--- src/rtl/pirq_pkg.sv ---
package pirq_pkg;
  localparam int NUM_LINES  = 4;
  localparam int REG_W      = 8;
  localparam int DIS_BIT    = 7;
  localparam int SEL_W      = 4;
  localparam logic [7:0] ROUTE_BASE = 8'h60;

  typedef logic [REG_W-1:0] route_t;

  // reset routing per request line
  function automatic route_t route_default(input int line);
    return (line < 2) ? route_t'(8'h0A) : route_t'(8'h0B);
  endfunction

  // targets that never receive a request line
  function automatic logic tgt_reserved(input logic [SEL_W-1:0] t);
    return (t == 4'd0) || (t == 4'd1) || (t == 4'd2) ||
           (t == 4'd8) || (t == 4'd13);
  endfunction
endpackage

--- src/rtl/pirq_swizzle.sv ---
module pirq_swizzle
  import pirq_pkg::*;
#(
  parameter int NUM_SLOTS = 8
) (
  input  logic                     clk,
  input  logic                     rst_n,
  input  logic [4*NUM_SLOTS-1:0]   pins,
  output logic [NUM_LINES-1:0]     lines
);
  localparam int PIN_W = 4 * NUM_SLOTS;

  always_comb begin
    lines = '0;
    for (int s = 0; s < NUM_SLOTS; s++) begin
      for (int p = 0; p < NUM_LINES; p++) begin
        lines[(p + s) % NUM_LINES] = lines[(p + s) % NUM_LINES] | pins[s*NUM_LINES + p];
      end
    end
  end

  // activity on any pin shows on some line and vice versa
  a_r3_activity_kept: assert property (@(posedge clk) disable iff (!rst_n)
    (|pins) == (|lines));

  // slot 1 pin A lands on line B
  a_r2_slot1_rotates: assert property (@(posedge clk) disable iff (!rst_n)
    (PIN_W > 4 && pins[4 % PIN_W]) |-> lines[1]);
endmodule

--- src/rtl/pirq_route_regs.sv ---
module pirq_route_regs
  import pirq_pkg::*;
(
  input  logic                       clk,
  input  logic                       rst_n,
  input  logic                       wr_en,
  input  logic [7:0]                 addr,
  input  logic [7:0]                 wdata,
  output logic [7:0]                 rdata,
  output logic [NUM_LINES*REG_W-1:0] routes
);
  localparam int IDX_W = $clog2(NUM_LINES);

  logic             in_win;
  logic [IDX_W-1:0] idx;

  assign in_win = (addr[7:IDX_W] == ROUTE_BASE[7:IDX_W]);
  assign idx    = addr[IDX_W-1:0];

  for (genvar l = 0; l < NUM_LINES; l++) begin : g_reg
    route_t q;
    always_ff @(posedge clk or negedge rst_n) begin
      if (!rst_n)                                   q <= route_default(l);
      else if (wr_en && in_win && idx == IDX_W'(l)) q <= wdata;
    end
    assign routes[l*REG_W +: REG_W] = q;

    // a write to this line's offset lands next cycle
    a_r6_write_lands: assert property (@(posedge clk) disable iff (!rst_n)
      (wr_en && addr == (ROUTE_BASE + 8'(l))) |=> (q == $past(wdata)));
  end

  always_comb begin
    rdata = '0;
    if (in_win) rdata = routes[idx*REG_W +: REG_W];
  end

  // writes outside the window change nothing
  a_r7_outside_ignored: assert property (@(posedge clk) disable iff (!rst_n)
    !(wr_en && (addr >= ROUTE_BASE) && (addr < ROUTE_BASE + 8'(NUM_LINES)))
      |=> $stable(routes));
endmodule

--- src/rtl/pirq_fanout.sv ---
module pirq_fanout
  import pirq_pkg::*;
#(
  parameter int NUM_TARGETS = 16
) (
  input  logic                       clk,
  input  logic                       rst_n,
  input  logic [NUM_LINES-1:0]       lines,
  input  logic [NUM_LINES*REG_W-1:0] routes,
  output logic [NUM_TARGETS-1:0]     irq_q
);
  localparam int TGT_W = (NUM_TARGETS > 1) ? $clog2(NUM_TARGETS) : 1;

  logic [NUM_TARGETS-1:0] irq_d;
  logic [NUM_LINES-1:0]   route_on;

  for (genvar l = 0; l < NUM_LINES; l++) begin : g_on
    assign route_on[l] = !routes[l*REG_W + DIS_BIT] &&
                         !tgt_reserved(routes[l*REG_W +: SEL_W]);
  end

  for (genvar t = 0; t < NUM_TARGETS; t++) begin : g_tgt
    always_comb begin
      irq_d[t] = 1'b0;
      for (int l = 0; l < NUM_LINES; l++) begin
        if (route_on[l] && routes[l*REG_W +: TGT_W] == TGT_W'(t))
          irq_d[t] = irq_d[t] | lines[l];
      end
    end
  end

  always_ff @(posedge clk or negedge rst_n) begin
    if (!rst_n) irq_q <= '0;
    else        irq_q <= irq_d;
  end

  // with every route disabled, nothing is asserted next cycle
  a_r5_all_disabled_quiet: assert property (@(posedge clk) disable iff (!rst_n)
    (routes[DIS_BIT] && routes[REG_W+DIS_BIT] && routes[2*REG_W+DIS_BIT] &&
     routes[3*REG_W+DIS_BIT]) |=> (irq_q == '0));
endmodule

--- src/rtl/pirq_router.sv ---
module pirq_router
  import pirq_pkg::*;
#(
  parameter int NUM_SLOTS   = 8,
  parameter int NUM_TARGETS = 16
) (
  input  logic                     clk,
  input  logic                     rst_n,
  input  logic [4*NUM_SLOTS-1:0]   dev_pins,
  input  logic                     cfg_wr_en,
  input  logic [7:0]               cfg_addr,
  input  logic [7:0]               cfg_wdata,
  output logic [7:0]               cfg_rdata,
  output logic [NUM_TARGETS-1:0]   irq_out
);
  logic [NUM_LINES-1:0]       lines;
  logic [NUM_LINES*REG_W-1:0] routes;

  pirq_swizzle #(.NUM_SLOTS(NUM_SLOTS)) u_swz (
    .clk(clk), .rst_n(rst_n), .pins(dev_pins), .lines(lines));

  pirq_route_regs u_regs (
    .clk(clk), .rst_n(rst_n), .wr_en(cfg_wr_en), .addr(cfg_addr),
    .wdata(cfg_wdata), .rdata(cfg_rdata), .routes(routes));

  pirq_fanout #(.NUM_TARGETS(NUM_TARGETS)) u_fan (
    .clk(clk), .rst_n(rst_n), .lines(lines), .routes(routes), .irq_q(irq_out));

  // four lines reach at most four outputs
  a_r10_max_four: assert property (@(posedge clk) disable iff (!rst_n)
    $countones(irq_out) <= NUM_LINES);

  // reserved targets are never driven
  a_r8_reserved_low: assert property (@(posedge clk) disable iff (!rst_n)
    (NUM_TARGETS < 14) ||
    (irq_out[0] == 1'b0 && irq_out[1] == 1'b0 && irq_out[2] == 1'b0 &&
     irq_out[8 % NUM_TARGETS] == 1'b0 && irq_out[13 % NUM_TARGETS] == 1'b0));

  // quiet pins for a cycle leave quiet outputs
  a_r9_quiet_follows: assert property (@(posedge clk) disable iff (!rst_n)
    (dev_pins == '0) |=> (irq_out == '0));
endmodule

--- config.mk ---
export PLATFORM = sky130hd
export DESIGN_NAME = pirq_router
export DESIGN_NICKNAME = d
export VERILOG_FILES = /design/src/rtl/pirq_pkg.sv /design/src/rtl/pirq_swizzle.sv /design/src/rtl/pirq_route_regs.sv /design/src/rtl/pirq_fanout.sv /design/src/rtl/pirq_router.sv
export SDC_FILE = /design/constraint.sdc
export NUM_CORES = 1
export LEC_CHECK = 0
export CAP_MARGIN = 20
export CORE_UTILIZATION = 40
export CTS_BUF_LIST = sky130_fd_sc_hd__clkbuf_8
export CTS_CLUSTER_SIZE = 16
export DETAILED_ROUTE_END_ITERATION = 6
export GPL_TIMING_DRIVEN = 1
export PLACE_DENSITY = 0.7
export SLEW_MARGIN = 20
export SYNTH_ARGS = -nofsm -noshare
export SYNTH_HDL_FRONTEND = slang
export SYNTH_HIERARCHICAL = 1
export SYNTH_SLANG_ARGS = --single-unit
--- constraint.sdc ---
create_clock -name clk -period 1.6 [get_ports clk]
set_input_delay 0.24 -clock clk [delete_from_list [all_inputs] [get_ports clk]]
set_output_delay 0.24 -clock clk [all_outputs]
set_load 0.02 [all_outputs]
==> metrics <==
crit-path max FO=6; outcome=finished with violations; Post-synth EDFFs=0; GR Util met1=25.78%; total overflow reported by the global router=0; Synth Area in Compound Gates=5.836%; Crit path arrival time=1.71 ns; HPWL after detailed placement=4802 µm; CTS buffer count=5; Routed WL=6663 µm; Slew Viols, Final=0; worst setup margin=-0.3459 ns; VDD IR max=0.0004738 V; core area=0.006026 mm²; antenna violations before repair=0; Initial Util=41.99%; Post-Syn Instances=191; largest family of logic cells by synthesized area=multiplexers; CP endpoint kind=output port; fillers=436; Clock Tree Buf Depth=2; GR peak layer=met2; # H-tree levels=2; first-pass GRT wire length=10360 µm; # rows=28; die span in x=81.53 µm; Post-synth ARST share=100.0%; non-filler instance count after layout=398; Cell Pwr Density=611.9 mW/mm²; I/O pin count=75; max cap viols=0; Synth Cell Area=0.002530 mm²; minimum clock period=1.946 ns; antenna diode count=0; DRT iter0 DRCs=88; clk slew on worst S/H paths=0.10 ns; routability cong.=0.8059; Finished Core Util=69.60%; warnings from Yosys=6; Syn Area/Cell=13.25 µm²; share of cells above drive strength 1=46.75%; synthesis-to-layout area growth=65.78%; number of nets in the layout=373; post-synthesis sequential area ratio=47.97%; routing usage on met2=37.00%; number of routed nets with antenna violations=0; Vias=2106; vias in the first global route=2159; crit start category=input pin; GR Util met3=4.111%; Final Cycle Share=121.6%; mux cell area share after synthesis=22.55%; Worst Setup Path Type=in -> out; RSZ-0062 raised after global routing=true; pre-CTS WS=-1.103 ns; routed length per placed instance=16.74 µm; Pleak=1.949 nW; CTS sink count=48; Peak Freq=513.9 MHz; CTS tree=yes; Cell Count Post-Placement=375; Worst Skew=0.005519 ns; Port Buffers=74; GRT Util Overall=21.16%; largest net degree at the start of global routing=49; WP data required=1.36 ns; Synth Area in XOR/XNOR=0%; hold slack=0.4369 ns; Root Driver=clkbuf_8; die footprint=0.006647 mm²; # DRC=0; Seq cells post-synth=48; DRT Pass-1 Iters=4; final setup fails=40; Adder-Cell Fraction of Synth Area=0%; failing checks=negative setup slack; post-synthesis cell type count=46; Worst-Skew Late Latency=0.31 ns; overall die height=81.53 µm; DR vias/cell=5.291; Hold Violations, Final=0; Top FF cell, synth=dfrtp_1; worst hold path type=in -> async; Synth Area in Simple Gates=22.30%; total power=0.002566 W
synthesized netlist by cell type (2+ instances only):
cell type | count | area (µm²)
a22oi_1 | 4 | 30.03
a311o_1 | 2 | 20.02
a32oi_1 | 2 | 17.52
and4b_1 | 2 | 20.02
and4bb_2 | 3 | 37.54
dfrtp_1 | 38 | 950.9
dfstp_2 | 10 | 262.8
mux2_2 | 24 | 270.3
mux2_4 | 8 | 120.1
mux4_2 | 8 | 180.2
nand2_1 | 10 | 37.54
nand2b_1 | 11 | 68.82
nand4b_1 | 2 | 17.52
nand4bb_1 | 3 | 33.78
nor2_1 | 4 | 15.01
nor2b_1 | 14 | 87.58
nor3b_1 | 2 | 15.01
nor4_1 | 11 | 68.82
o211ai_1 | 2 | 15.01
o221ai_1 | 2 | 17.52
o22ai_1 | 2 | 12.51
or3_1 | 2 | 12.51
or3b_1 | 2 | 17.52
state kept, by name, indices dropped and copies added (netlist names):
register	count
u_fan/irq_q	16
u_regs/g.q	32
metrics by stage:
stage	instance area [µm²]	TNS (ns)
after floorplan	2671	-10.92
after global placement	3767	-32.11
after detailed placement	3767	-32.62
after CTS	4016	-6.676
after global routing	4194	-7.395
final	4194	-6.650
critical path, cell delays in order:
cell and delay [ns]:
buf_6 0.09, or4b_4 0.52, or3b_4 0.45, buf_4 0.18
nor2b_4 0.10, buf_6 0.11
final timing paths:
path | start | to | slack, ns | cells after the start
min in group clk | u_regs/g_reg[3].q[6] | u_regs/g_reg[3].q[6] | 0.52 | 1
hold reg to reg | u_regs/g_reg[3].q[6] | u_regs/g_reg[3].q[6] | 0.52 | 1
setup / recovery | cfg_addr[4] | cfg_rdata[3] | -0.35 | 6
hold / removal | rst_n | u_fan/irq_q[1] | 0.44 | 3
setup reg to reg | u_regs/g_reg[0].q[3] | u_fan/irq_q[7] | 0.10 | 4
max in group asynchronous | rst_n | u_regs/g_reg[1].q[1] | 0.88 | 3
timing repair:
| action | CTS | global route |
|---|---|---|
| endpoints found under the setup margin | 42 | 48 |
| resized for setup | 74 | 41 |
| setup buffers | 10 | 4 |
| pin swaps | 10 | 23 |
| hold endpoints to repair | 38 | 0 |
| hold buffers | 1 | 0 |
power by group:
group	switching, W	internal, W
Clock	0.000447	0.000322
Sequential	0.0000230	0.00127
Combinational	0.000199	0.000302
per-layer routing:
metal,vias up,wire length [µm]
li1,1003,-
met1,1037,2871
met2,59,3413
met3,7,310
met4,0,68
met5,-,0
cell type report:
type	instances	area (µm²)	share of cell area, %
Tap cell	75	93.84	2.237
Multi-Input combinational cell	142	1534	36.58
Clock inverter	3	26.28	0.6265
Inverter	1	3.754	0.08950
Timing Repair Buffer	124	1254	29.89
Sequential cell	48	1214	28.94
Clock buffer	5	68.82	1.641
layout by cell type (no fill, tap or decap), drive strengths merged, types with 5 or more instances in the layout:
cell type	count
nand2b	11
clkbuf	5
mux2	32
nand2	10
nor4	12
clkdlybuf4s50	39
nor2b	14
mux4	8
conb	5
dlymetal6s2s	21
dfrtp	38
dfstp	10
buf	61
cells by family after synthesis:
| logic type | count (synthesis) |
|---|---|
| AOI/OAI and AO/OA | 18 |
| muxes | 40 |
| buffers and inverters | 5 |
| other | 1 |
| DFF | 48 |
| and+or+nand+nor | 79 |
Note: power is estimated with default switching activity, not from simulation.
